===== src/rtl/rdly_pkg.sv =====
// Shared definitions for the delay-line retune sequencer.
// Assumes a 32-bit pad delay word made of two 8-bit lane slices:
// transmit lane in bits 7:0, receive lane in bits 15:8.
package rdly_pkg;
    localparam int WORD_W   = 32;
    localparam int CODE_W   = 5;
    localparam int LANE_W   = 8;
    localparam int NUM_LANE = 2;
    localparam int LANE_TX  = 0;
    localparam int LANE_RX  = 1;

    // Positions inside one lane slice.
    localparam int SL_OVR   = 7;
    localparam int SL_CLSB  = 2;
    localparam int SL_BYP   = 1;
    localparam int SL_PD    = 0;

    typedef enum logic [1:0] {
        ST_IDLE = 2'd0,
        ST_OFF  = 2'd1,
        ST_ON   = 2'd2
    } seq_state_e;

    typedef struct packed {
        logic              en;
        logic [CODE_W-1:0] code;
    } lane_cfg_t;
endpackage


===== src/rtl/rdly_phase_code.sv =====
// Converts a phase in whole degrees to a delay-line code.
// code = (phase*SCALE - OFFSET) / STEP, valid for PH_MIN..PH_MAX.
// Assumes parameters keep the maximum code within CODE_W bits.
module rdly_phase_code #(
    parameter int PHASE_W = 7,
    parameter int CODE_W  = 5,
    parameter int PH_MIN  = 74,
    parameter int PH_MAX  = 101,
    parameter int SCALE   = 10,
    parameter int OFFSET  = 738,
    parameter int STEP    = 9
) (
    input  logic [PHASE_W-1:0] phase,
    output logic               in_range,
    output logic [CODE_W-1:0]  code
);
    localparam int PROD_W = PHASE_W + $clog2(SCALE + 1);

    logic [PROD_W-1:0] scaled;
    logic [PROD_W-1:0] shifted;
    logic [PROD_W-1:0] quot;

    // Range check and fixed-point conversion of the phase.
    always_comb begin
        in_range = (int'(phase) >= PH_MIN) && (int'(phase) <= PH_MAX);
        scaled   = PROD_W'(phase) * PROD_W'(SCALE);
        shifted  = in_range ? (scaled - PROD_W'(OFFSET)) : '0;
        quot     = shifted / PROD_W'(STEP);
        code     = quot[CODE_W-1:0];
    end
endmodule


===== src/rtl/rdly_word_pack.sv =====
// Packs the two lane configurations into the pad delay word.
// Stage OFF bypasses and powers down every lane; stage ON releases
// only enabled lanes. Disabled lanes carry a zero code. Override stays 0.
module rdly_word_pack
    import rdly_pkg::*;
(
    input  lane_cfg_t          lane [NUM_LANE],
    input  logic               stage_on,
    output logic [WORD_W-1:0]  word
);
    localparam int USED_W = NUM_LANE * LANE_W;

    logic [USED_W-1:0] slices;

    genvar g;
    generate
        for (g = 0; g < NUM_LANE; g++) begin : g_lane
            logic [LANE_W-1:0] sl;
            logic              hold_off;
            // Build one lane slice from its enable and code.
            always_comb begin
                hold_off             = !(stage_on && lane[g].en);
                sl                   = '0;
                sl[SL_OVR]           = 1'b0;
                sl[SL_CLSB +: CODE_W] = lane[g].en ? lane[g].code : '0;
                sl[SL_BYP]           = hold_off;
                sl[SL_PD]            = hold_off;
            end
            assign slices[g*LANE_W +: LANE_W] = sl;
        end
    endgenerate

    assign word = {{(WORD_W-USED_W){1'b0}}, slices};
endmodule


===== src/rtl/rdly_seq_ctrl.sv =====
// Control FSM of the retune: IDLE -> OFF write -> ON write -> IDLE.
// Assumes wr_ready only while wr_valid, wr_fail only with wr_ready.
// Role check has priority over phase check; start ignored when busy.
module rdly_seq_ctrl
    import rdly_pkg::*;
(
    input  logic clk,
    input  logic rst_n,
    input  logic start,
    input  logic role_mac,
    input  logic phase_ok,
    input  logic wr_ready,
    input  logic wr_fail,
    output logic load,
    output logic wr_valid,
    output logic stage_on,
    output logic busy,
    output logic seq_done,
    output logic seq_skip,
    output logic err_phase,
    output logic err_bus
);
    seq_state_e state;

    // Capture strobe for the configuration registers.
    assign load     = (state == ST_IDLE) && start && !role_mac && phase_ok;
    assign wr_valid = (state != ST_IDLE);
    assign stage_on = (state == ST_ON);
    assign busy     = (state != ST_IDLE);

    // State transitions and one-cycle outcome pulses.
    always_ff @(posedge clk) begin
        if (!rst_n) begin
            state     <= ST_IDLE;
            seq_done  <= 1'b0;
            seq_skip  <= 1'b0;
            err_phase <= 1'b0;
            err_bus   <= 1'b0;
        end else begin
            seq_done  <= 1'b0;
            seq_skip  <= 1'b0;
            err_phase <= 1'b0;
            err_bus   <= 1'b0;
            case (state)
                ST_IDLE: begin
                    if (start) begin
                        if (role_mac)       seq_skip  <= 1'b1;
                        else if (!phase_ok) err_phase <= 1'b1;
                        else                state     <= ST_OFF;
                    end
                end
                ST_OFF: begin
                    if (wr_ready) begin
                        if (wr_fail) begin
                            err_bus <= 1'b1;
                            state   <= ST_IDLE;
                        end else begin
                            state   <= ST_ON;
                        end
                    end
                end
                ST_ON: begin
                    if (wr_ready) begin
                        if (wr_fail) err_bus  <= 1'b1;
                        else         seq_done <= 1'b1;
                        state <= ST_IDLE;
                    end
                end
                default: state <= ST_IDLE;
            endcase
        end
    end

    // at most one outcome per cycle.
    a_r10_one_outcome: assert property (@(posedge clk) disable iff (!rst_n)
        $onehot0({seq_done, seq_skip, err_phase, err_bus}));

    // the ON write only follows a clean acceptance of the OFF write.
    a_r8_second_after_first: assert property (@(posedge clk) disable iff (!rst_n)
        $rose(stage_on) |-> $past(wr_valid && wr_ready && !wr_fail));

    // an aborted sequence presents no further write.
    a_r9_abort_quiet: assert property (@(posedge clk) disable iff (!rst_n)
        err_bus |-> !wr_valid);

    // completion follows an accepted ON write and leaves the channel idle.
    a_r10_done_after_on: assert property (@(posedge clk) disable iff (!rst_n)
        seq_done |-> (!wr_valid && $past(stage_on && wr_ready)));

    // the request is held until accepted.
    a_r8_valid_held: assert property (@(posedge clk) disable iff (!rst_n)
        (wr_valid && !wr_ready) |=> wr_valid);
endmodule


===== src/rtl/rdly_retune_seq.sv =====
// Top of the delay-line retune sequencer for one port.
// Captures enables and delay code at start, then issues the OFF and ON
// pad delay words through a valid/ready write channel.
// Assumes the transport follows valid/ready with wr_fail qualified by wr_ready.
module rdly_retune_seq
    import rdly_pkg::*;
#(
    parameter int PHASE_W = 7,
    parameter int PH_MIN  = 74,
    parameter int PH_MAX  = 101
) (
    input  logic               clk,
    input  logic               rst_n,
    input  logic               start,
    input  logic               role_mac,
    input  logic               rx_dly_en,
    input  logic               tx_dly_en,
    input  logic [PHASE_W-1:0] phase_deg,
    output logic               wr_valid,
    output logic [WORD_W-1:0]  wr_data,
    input  logic               wr_ready,
    input  logic               wr_fail,
    output logic               busy,
    output logic               seq_done,
    output logic               seq_skip,
    output logic               err_phase,
    output logic               err_bus
);
    localparam int CODE_MAX = (PH_MAX * 10 - 738) / 9;

    logic              phase_ok;
    logic [CODE_W-1:0] code_now;
    logic              load;
    logic              stage_on;
    logic              valid_int;
    lane_cfg_t         lane_q [NUM_LANE];
    logic [WORD_W-1:0] word;

    rdly_phase_code #(
        .PHASE_W (PHASE_W),
        .CODE_W  (CODE_W),
        .PH_MIN  (PH_MIN),
        .PH_MAX  (PH_MAX)
    ) u_code (
        .phase    (phase_deg),
        .in_range (phase_ok),
        .code     (code_now)
    );

    rdly_seq_ctrl u_ctrl (
        .clk       (clk),
        .rst_n     (rst_n),
        .start     (start),
        .role_mac  (role_mac),
        .phase_ok  (phase_ok),
        .wr_ready  (wr_ready),
        .wr_fail   (wr_fail),
        .load      (load),
        .wr_valid  (valid_int),
        .stage_on  (stage_on),
        .busy      (busy),
        .seq_done  (seq_done),
        .seq_skip  (seq_skip),
        .err_phase (err_phase),
        .err_bus   (err_bus)
    );

    // Hold the lane configuration for the whole sequence.
    always_ff @(posedge clk) begin
        if (!rst_n) begin
            for (int i = 0; i < NUM_LANE; i++) lane_q[i] <= '0;
        end else if (load) begin
            lane_q[LANE_RX] <= '{en: rx_dly_en, code: code_now};
            lane_q[LANE_TX] <= '{en: tx_dly_en, code: code_now};
        end
    end

    rdly_word_pack u_pack (
        .lane     (lane_q),
        .stage_on (stage_on),
        .word     (word)
    );

    // Drive the channel; data is zero when nothing is requested.
    assign wr_valid = valid_int;
    assign wr_data  = valid_int ? word : '0;

    // override bits never set.
    a_r5_no_override: assert property (@(posedge clk) disable iff (!rst_n)
        wr_valid |-> (!wr_data[15] && !wr_data[7]));

    // the OFF write bypasses and powers down both lanes.
    a_r3_off_word: assert property (@(posedge clk) disable iff (!rst_n)
        (wr_valid && !stage_on) |-> (wr_data[9:8] == 2'b11 && wr_data[1:0] == 2'b11));

    // data stable while waiting for acceptance.
    a_r8_data_stable: assert property (@(posedge clk) disable iff (!rst_n)
        (wr_valid && !wr_ready) |=> $stable(wr_data));

    // skipped sequence issues no write.
    a_r6_skip_quiet: assert property (@(posedge clk) disable iff (!rst_n)
        seq_skip |-> !wr_valid);

    // a range error issues no write.
    a_r7_range_quiet: assert property (@(posedge clk) disable iff (!rst_n)
        err_phase |-> !wr_valid);

    // captured code within the range the phase window allows.
    a_r1_code_bound: assert property (@(posedge clk) disable iff (!rst_n)
        wr_valid |-> (int'(wr_data[14:10]) <= CODE_MAX && int'(wr_data[6:2]) <= CODE_MAX));

    // configuration does not change while busy.
    a_r11_cfg_held: assert property (@(posedge clk) disable iff (!rst_n)
        (busy && $past(busy)) |-> $stable(lane_q[LANE_RX]));
endmodule


===== config.mk =====
export PLATFORM = sky130hd
export DESIGN_NAME = rdly_retune_seq
export DESIGN_NICKNAME = d
export VERILOG_FILES = /design/src/rtl/rdly_pkg.sv /design/src/rtl/rdly_phase_code.sv /design/src/rtl/rdly_word_pack.sv /design/src/rtl/rdly_seq_ctrl.sv /design/src/rtl/rdly_retune_seq.sv
export SDC_FILE = /design/constraint.sdc
export NUM_CORES = 1
export LEC_CHECK = 0
export BUFFER_PORTS_ARGS = -buffer_cell sky130_fd_sc_hd__buf_2
export CELL_PAD_IN_SITES_DETAIL_PLACEMENT = 0
export CELL_PAD_IN_SITES_GLOBAL_PLACEMENT = 2
export CORE_UTILIZATION = 30
export DETAILED_ROUTE_END_ITERATION = 8
export GPL_ROUTABILITY_DRIVEN = 1
export MAX_ROUTING_LAYER = met4
export PLACE_DENSITY = 0.8
export SYNTH_ARGS = -nofsm -noshare
export SYNTH_HDL_FRONTEND = slang
export SYNTH_HIERARCHICAL = 1
export SYNTH_SLANG_ARGS = --single-unit

===== constraint.sdc =====
create_clock -name clk -period 6.4 [get_ports clk]
set_input_delay 0.96 -clock clk [delete_from_list [all_inputs] [get_ports clk]]
set_output_delay 0.96 -clock clk [all_outputs]
set_load 0.005 [all_outputs]

==> impl_metrics.ini, run 1 <==
[outcome]
status = complete, but fails checks
violations = design-rule violations

[floorplan]
ios = 53
dieArea_sq_mm = 0.009554
fp-row-count = 34
coreArea_sq_mm = 0.008806
die_w_um = 97.75
die_y_um = 97.75
initial_utilization_pct = 31.23

[routing]
drt-pass1-iter-count = 6
drtIter0Drc = 116
met1Wirelength_um = 3480
vias = 2686
wl_per_cell_um = 13.32
wl_um = 6951
wl_met3_um = 180
vias_per_cell = 5.146
drc = 2
wl_met2_um = 3253
maxUsedRoutingLayer = met4
antenna_left = 0

[worst_setup_path]
crit_fanout = 5
critical_path_class = primary input to flip-flop
reg2reg_slack_ns = 4.82
cp-startpoint = phase_deg[3]
start_kind = primary input
r2r_start = u_ctrl/state[0]
crit_end = lane_q[0]
worstReg2RegEnd = lane_q[5]
crit_arrival_ns = 6.22
end_kind = flip-flop
rr_worst_depth = 7
cp.required_ns = 6.53

[timing]
tightest_slew_ns = 0.6326
fmax_mhz = 164.3
slew_violations = 0
setup_ws_ns = 0.3128
finalCriticalPeriod_ns = 6.087
finalCritPeriodShare_pct = 95.11
setup-tns-final_ns = 0
holdWs_ns = 0.4765
fin_skew_ns = 0.002418
hold_viol_final = 0
finalSetupViolCount = 0
slew-limit-headroom_pct = 57.78

[synth]
ys.flop_type = dfxtp_1
synth_top_area_share_pct = 10.01
ys_async_sr_fraction_pct = 0
synthCells = 354
ys_ff_latch = 13
avgSynthCellArea_sq_um = 7.769
yosys_warnings = 6
synth_edf_count = 0
yosys-top-cells-area = and2_1 10%, dfxtp_1 9.5%, ha_1 8.6%, buf_4 6.3%, mux2i_1 4.0%
synth-seq-area-share_pct = 9.463
synth.distinct_cells = 94
yosysTopAreaCell = and2_1
syn_area_sq_mm = 0.002750

[placed_design]
pre_cts_slack_ns = -0.04746
dp.cells = 512
hpwl_um = 5513
gp_congestion = 0.8308
placed_area_sq_mm = 0.003109
port_buffers = 34

[global_routing]
antenna_found_initial = 0
grt_pass1_wl_um = 11530
grt_pass1_vias = 2550
grt_overflow = 0
grt.total_usage_pct = 14.29
grt_max_degree = 35

[final_layout]
layout.cells.non_filler = 522
stdcell_area_sq_mm = 0.003358
area_growth_syn_to_layout_pct = 22.11
drive_gt1_share_pct = 32.37
fin_nets = 450
fin_util_pct = 38.14
diodes = 0

[power]
comb_power_share_pct = 79.9
p_sw_share_pct = 46.12
peakVddDrop_uv = 133.5
p_per_area_mw_per_mm2 = 242.5
seqPwrFrac_pct = 11.2
p_clk_share_pct = 8.9
power.switching_mw = 0.3755
cellLeakagePower_nw = 1.470
cellInternalPower_mw = 0.4387
p_total_mw = 0.8143

[clocking]
cts.sink_count = 13
cts_tree = done
path_clk_slew_ns = 0.06
htree_levels = 1
cts_hold_buf = 0
cts_buffers = 3
root_buffer = clkbuf_8
clk_path_buf_depth = 2
clock_latency_ns = 0.24

[run]
max_cap_viol_count = 0

[hold_path]
hp-class = flip-flop to flip-flop
==> worst min path at each step <==
stage	startpoint	endpoint	slack, ns	cells after the start
floorplan	u_ctrl/state[1]	u_ctrl/state[1]	0.45	2
global placement	u_ctrl/state[0]	u_ctrl/state[0]	0.47	2
detailed placement	u_ctrl/state[1]	u_ctrl/state[1]	0.47	2
CTS	u_ctrl/state[1]	u_ctrl/state[1]	0.48	2
global route	u_ctrl/state[1]	u_ctrl/state[1]	0.50	2
finish	u_ctrl/state[1]	u_ctrl/state[1]	0.48	2
==> cells in the mapped netlist, types with 4 or more instances <==
master / instances
ha_1: 19
a21o_1: 6
and2_1: 44
nor2_1: 26
a211oi_1: 7
buf_4: 23
nor3_1: 10
nand3_1: 5
inv_1: 9
nand2b_1: 4
xnor2_1: 4
nor2b_1: 7
dfxtp_1: 13
a311oi_1: 4
nand2_1: 21
mux2i_1: 11
o21ai_0: 12
a21oi_1: 15
==> cells by family after synthesis <==
logic type	after synthesis	synth area share, %
simple gates	158	34.80
mux	13	4.959
other cells	1	0.1364
buf+inv	41	9.918
fa+ha+maj	20	9.372
xor+xnor	9	3.412
flops	13	9.463
compound gates	99	27.94
==> registers in the layout, indices dropped and copies added, names as in the netlist <==
signal	cells
lane_q	7
u_ctrl/seq_done	1
u_ctrl/seq_skip	1
u_ctrl/err_bus	1
u_ctrl/err_phase	1
u_ctrl/state	2
==> final cells by class <==
type,count,area (sq um)
clock inverters,1,5.005
inverters,10,37.54
multi-input cells,317,2439
flip-flops and latches,13,260.3
clock buffers,3,41.29
repair buffers,70,440.4
fillers,871,5448
well taps,108,135.1
==> layout by cell type, fill, tap and decap left out, drive strengths merged, types with 10 or more instances in the layout <==
cell	instances
o21ai	16
dfxtp	13
and2	44
a21oi	16
conb	18
nor3	14
nand2	21
nor2	30
buf	70
ha	19
inv	10
mux2i	11
a211oi	10
==> power by group through the flow <==
| stage | registers, mW | logic (mW) | clock network, mW |
|---|---|---|---|
| after floorplan | 0.0918 | 0.440 | 0 |
| after global placement | 0.0924 | 0.597 | 0 |
| after detailed placement | 0.0926 | 0.597 | 0 |
| after CTS | 0.0909 | 0.600 | 0.0749 |
| after global routing | 0.0920 | 0.716 | 0.0795 |
| final | 0.0909 | 0.650 | 0.0729 |
==> layer usage <==
metal | global-route usage, % | vias up
met5 | - | -
met4 | 1.515 | 0
met3 | 1.861 | 4
met2 | 23.30 | 51
met1 | 19.43 | 1237
li1 | - | 1394
==> critical path: stages <==
cell and delay [ns]:
buf_2 0.12, ha_1 0.28, ha_1 0.23, fa_2 0.62, o41ai_1 0.14, xor2_2 0.18, o211ai_1 0.17, nor4_2 0.08
buf_4 0.15, or2_2 0.34, nor4_4 0.33, a21oi_1 0.15, buf_4 0.15, o21ai_1 0.23, o32ai_4 0.17, a32o_1 0.26
or2_1 0.24, nand2_1 0.07, a21o_1 0.13, a21oi_2 0.07, ha_1 0.27, nor2_1 0.13, and2b_1 0.18, mux2i_1 0.12
mux2_4 0.15, o221ai_1 0.09, mux2i_1 0.16, nor2b_1 0.06
==> repair_timing <==
item                                    CTS  global route
setup buffers                             0             6
resized for setup                         0            28
endpoints found under the setup margin    0             1
Note: power is estimated with default switching activity, not from simulation.
==> run 2: changes to the inputs <==
Settings changed: BUFFER_PORTS_ARGS -buffer_cell sky130_fd_sc_hd__buf_2 to -buffer_cell sky130_fd_sc_hd__buf_4, RECOVER_POWER set to 50.
==> impl_metrics.ini, run 2 (same netlist as run 1, synthesis figures left out) <==
[outcome]
status = complete, but fails checks
violations = design-rule violations

[hold_path]
worstHoldStart = u_ctrl/state[1]
whs_endpoint = u_ctrl/state[1]
hp-class = flip-flop to flip-flop
whs_path_depth = 2

[final_layout]
final_common_cell = buf_4
diodes = 0
n_fill_cell = 907
area_growth_syn_to_layout_pct = 22.16
largestRegisters = lane_q x7, u_ctrl/state x2
drive_gt1_share_pct = 29.02
fin_util_pct = 38.15
top_register = lane_q
multi_input_area_sq_mm = 0.002401
fin_nets = 446
mostFrequentLayoutCells = 55 x buf_4, 44 x and2_1, 26 x nor2_1
regArea_sq_um = 260.3
largest_reg_flops = 7

[routing]
drtIter0Drc = 159
vias = 2674
vias_per_cell = 5.162
wl_per_cell_um = 13.41
wl_um = 6946
antenna_left = 0
drc = 2
drt-pass1-iter-count = 6

[timing]
tightest_slew_ns = 0.6361
finalCritPeriodShare_pct = 95.20
finalCriticalPeriod_ns = 6.093
holdWs_ns = 0.4775
slew_violations = 0
fmax_mhz = 164.1
setup-tns-final_ns = 0
hold_viol_final = 0
fin_skew_ns = 0.001370
slew-limit-headroom_pct = 57.55
finalSetupViolCount = 0

[floorplan]
fp-row-count = 34
initial_utilization_pct = 31.23
ios = 53
die_y_um = 97.75
dieArea_sq_mm = 0.009554
die_w_um = 97.75
coreArea_sq_mm = 0.008806

[worst_setup_path]
crit_arrival_ns = 6.23
worstReg2RegEnd = lane_q[5]
r2r_start = u_ctrl/state[0]
reg2reg_slack_ns = 4.56
crit_family = compound AO/OA/AOI/OAI gates
crit_buf_inv = 4
start_kind = primary input
critical_path_class = primary input to flip-flop
cp_common_cell = buf_4
rr_worst_depth = 7
cp_slowest_stage_delay_ns = 0.37
crit_fanout = 7
cp.required_ns = 6.53
end_kind = flip-flop
slowest_stage = a311oi_4

[placed_design]
gp_congestion = 0.8548
hpwl_um = 5577
port_buffers = 34

[global_routing]
antenna_found_initial = 0
grt_max_degree = 35
grt_pass1_vias = 2439
grt_overflow = 0
grt_pass1_wl_um = 11390
grt.total_usage_pct = 14.41

[power]
p_total_mw = 0.8041
p_sw_share_pct = 45.90
cellInternalPower_mw = 0.4351
power.switching_mw = 0.3691
p_clk_share_pct = 9.1
cellLeakagePower_nw = 1.418
peakVddDrop_uv = 179.1
seqPwrFrac_pct = 11.3
p_per_area_mw_per_mm2 = 239.4
comb_power_share_pct = 79.6

[clocking]
htree_levels = 1
root_buffer = clkbuf_8
clock_latency_ns = 0.24
cts_tree = done
clk_path_buf_depth = 2
cts.sink_count = 13
cts_buffers = 3
path_clk_slew_ns = 0.05
cts_hold_buf = 0

[run]
max_cap_viol_count = 0
[run 2: power by group through the flow]
| stage | logic, mW | registers, mW | clock network (mW) |
|---|---|---|---|
| floorplan | 0.440 | 0.0918 | 0 |
| global placement | 0.603 | 0.0925 | 0 |
| detailed placement | 0.602 | 0.0927 | 0 |
| CTS | 0.605 | 0.0911 | 0.0749 |
| global route | 0.705 | 0.0918 | 0.0774 |
| finish | 0.640 | 0.0910 | 0.0731 |
[run 2: metrics by stage]
step | area (sq um) | worst slack (ns) | instances
2_1_floorplan | 2814 | 0.2359 | 371
3_3_place_gp | 3194 | 0.02384 | 512
3_5_place_dp | 3194 | -0.1060 | 512
4_1_cts | 3239 | 0.1540 | 516
5_1_grt | 3359 | -0.01935 | 518
6_report | 3359 | 0.3073 | 518
[run 2: worst register-to-register path, delay by kind of cell (launching register included)]
kind / cells / cell delay, ns
buf+inv: 2 / 0.56
simple gates: 3 / 0.35
flops: 1 / 0.32
mux: 1 / 0.26
fa+ha+maj: 1 / 0.22
[run 2: worst max-delay path by stage]
| stage | startpoint | to | slack, ns | depth (start not counted) |
|---|---|---|---|---|
| floorplan | phase_deg[1] | lane_q[0] | 0.24 | 25 |
| global placement | phase_deg[1] | lane_q[0] | 0.02 | 28 |
| detailed placement | phase_deg[1] | lane_q[0] | -0.11 | 28 |
| CTS | phase_deg[1] | lane_q[0] | 0.15 | 28 |
| global route | phase_deg[2] | lane_q[0] | -0.02 | 27 |
| finish | phase_deg[2] | lane_q[0] | 0.31 | 27 |
[run 2: area by class of cell]
type | count | share of cell area, %
clock buffer | 4 | 1.341
inverter | 10 | 1.117
multi-input combinational | 317 | 71.47
sequential | 13 | 7.747
tap | 108 | 4.022
timing repair buffer | 66 | 14.30
[run 2: repair_timing]
item / CTS / global route
setup endpoints to repair: 0 / 1
resized for setup: 0 / 23
buffers inserted: 0 / 2
[run 2: per-layer routing]
layer / up-vias / share of wire (%) / track usage, %
met1: 1245 / 49 / 19.19
met4: 0 / 0.60 / 1.748
met5: - / 0 / -
met3: 6 / 2.4 / 1.288
met2: 42 / 48 / 24.33
li1: 1381 / - / -
==> run 3: changes to the inputs <==
Clock period 6.4 ns to 5.3 ns, I/O delays scaled along.
==> impl_metrics.ini, run 3 (same netlist as run 1, synthesis figures left out) <==
[clocking]
cts_tree = done
path_clk_slew_ns = 0.06
htree_levels = 1
cts_hold_buf = 0
clk_path_buf_depth = 2
clock_latency_ns = 0.24
cts.sink_count = 13
root_buffer = clkbuf_8
cts_buffers = 3

[timing]
rsz0062_at_grt = yes
finalSetupViolCount = 1
fin_skew_ns = 0.001824
setup_ws_ns = -0.2629
hold_viol_final = 0
slew-limit-headroom_pct = 58.49
finalCritPeriodShare_pct = 105.0
finalCriticalPeriod_ns = 5.563
fmax_mhz = 179.8
setup-tns-final_ns = -0.2629
slew_violations = 0
tightest_slew_ns = 0.6220

[floorplan]
initial_utilization_pct = 31.23
fp-row-count = 34
coreArea_sq_mm = 0.008806
ios = 53
die_w_um = 97.75
dieArea_sq_mm = 0.009554
die_y_um = 97.75

[final_layout]
layout.cells.non_filler = 604
drive_gt1_share_pct = 51.01
fin_nets = 532
largestRegisters = lane_q x7, u_ctrl/state x2
largest_reg_flops = 7
final_common_cell = buf_4
top_register = lane_q
area_growth_syn_to_layout_pct = 61.56
diodes = 0
mostFrequentLayoutCells = 134 x buf_4, 44 x and2_1, 19 x nor2_1, 19 x nand2_1, 18 x conb_1

[global_routing]
grt_max_degree = 35
antenna_found_initial = 0
grt.total_usage_pct = 17.17
grt_overflow = 0
grt_pass1_wl_um = 13550
grt_pass1_vias = 2890

[worst_setup_path]
cp-startpoint = phase_deg[1]
crit_arrival_ns = 5.70
start_kind = primary input
crit_fanout = 5
cp.required_ns = 5.44
r2r_start = u_ctrl/state[0]
critical_path_class = primary input to flip-flop
end_kind = flip-flop

[routing]
antenna_left = 0
drc = 0
wl_um = 8236
wl_per_cell_um = 13.64
drtIter0Drc = 82
drt-pass1-iter-count = 4
vias = 3051
vias_per_cell = 5.051

[hold_path]
hp-class = flip-flop to flip-flop
worstHoldStart = u_ctrl/state[0]

[placed_design]
gp_congestion = 0.8922
port_buffers = 34
dp.cells = 576
hpwl_um = 6392
pre_cts_slack_ns = -0.7216

[power]
p_per_area_mw_per_mm2 = 299.6
p_total_mw = 1.331
peakVddDrop_uv = 163.1
cellLeakagePower_nw = 1.937

[outcome]
violations = negative setup slack
status = complete, but fails checks

[run]
max_cap_viol_count = 0
-- run 3: changes by cell type in the layout (fill, tap and decap cells not counted), moves of 3 or more --
cell and change:
buf_4 +79, buf_6 +7, clkbuf_1 -4, ha_1 -7, ha_2 +4, ha_4 +3
nor2_1 -7, nor2_2 +3, nor2_4 +4, nor3_1 -3
-- run 3: final cells by class --
class | instances | area (sq um)
multi-input cells | 317 | 2778
flip-flops and latches | 13 | 260.3
clock buffers | 4 | 45.04
inverters | 10 | 37.54
fillers | 803 | 4363
well taps | 108 | 135.1
repair buffers | 152 | 1187
-- run 3: worst max-delay path: stages --
cell       delay (ns)
buf_6            0.10
ha_4             0.23
ha_4             0.16
fa_2             0.41
and3_4           0.22
or3_4            0.40
a2111oi_4        0.36
nor3b_4          0.11
nand2_2          0.10
nor2_2           0.06
or4_4            0.52
nor3_4           0.26
a21oi_4          0.07
a32o_2           0.28
or2_4            0.23
nand2_2          0.07
a21o_1           0.12
a21oi_2          0.06
buf_4            0.13
buf_4            0.12
ha_2             0.17
and2b_1          0.15
mux2i_1          0.12
mux2_4           0.16
o221ai_2         0.07
mux2i_1          0.15
nor2b_1          0.07
-- run 3: stage by stage --
step,area (sq um),utilization (%),hold slack [ns]
detailed placement,3882,44.09,0.4922
global route,4443,50.45,0.5117
CTS,4118,46.76,0.5005
floorplan,3023,-,0.4515
global placement,3882,44.09,0.4623
finish,4443,50.45,0.4958
-- run 3: timing repair --
action	in CTS	in global routing
endpoints found under the setup margin	1	3
gates resized for setup	22	42
setup buffers	10	19
pin swaps	25	35
-- run 3: where the power goes --
group	leakage [nW]	internal [mW]	switching, mW
Combinational	1.81	0.614	0.517
Clock	0.0228	0.0531	0.0368
Sequential	0.105	0.105	0.00531
-- run 3: worst paths after layout --
path,to,slack (ns),depth (start not counted)
hold reg to reg,u_ctrl/state[0],0.50,2
setup reg to reg,lane_q[0],3.74,7
hold / removal,u_ctrl/state[0],0.50,2
setup / recovery,lane_q[0],-0.26,27
-- run 3: layer usage --
layer / GRT usage, % / wire length (um) / vias to the layer above
met5: - / 0 / -
met4: 3.263 / 50 / 0
met3: 1.217 / 282 / 10
met2: 27.71 / 3786 / 74
met1: 23.69 / 4116 / 1410
li1: - / - / 1557
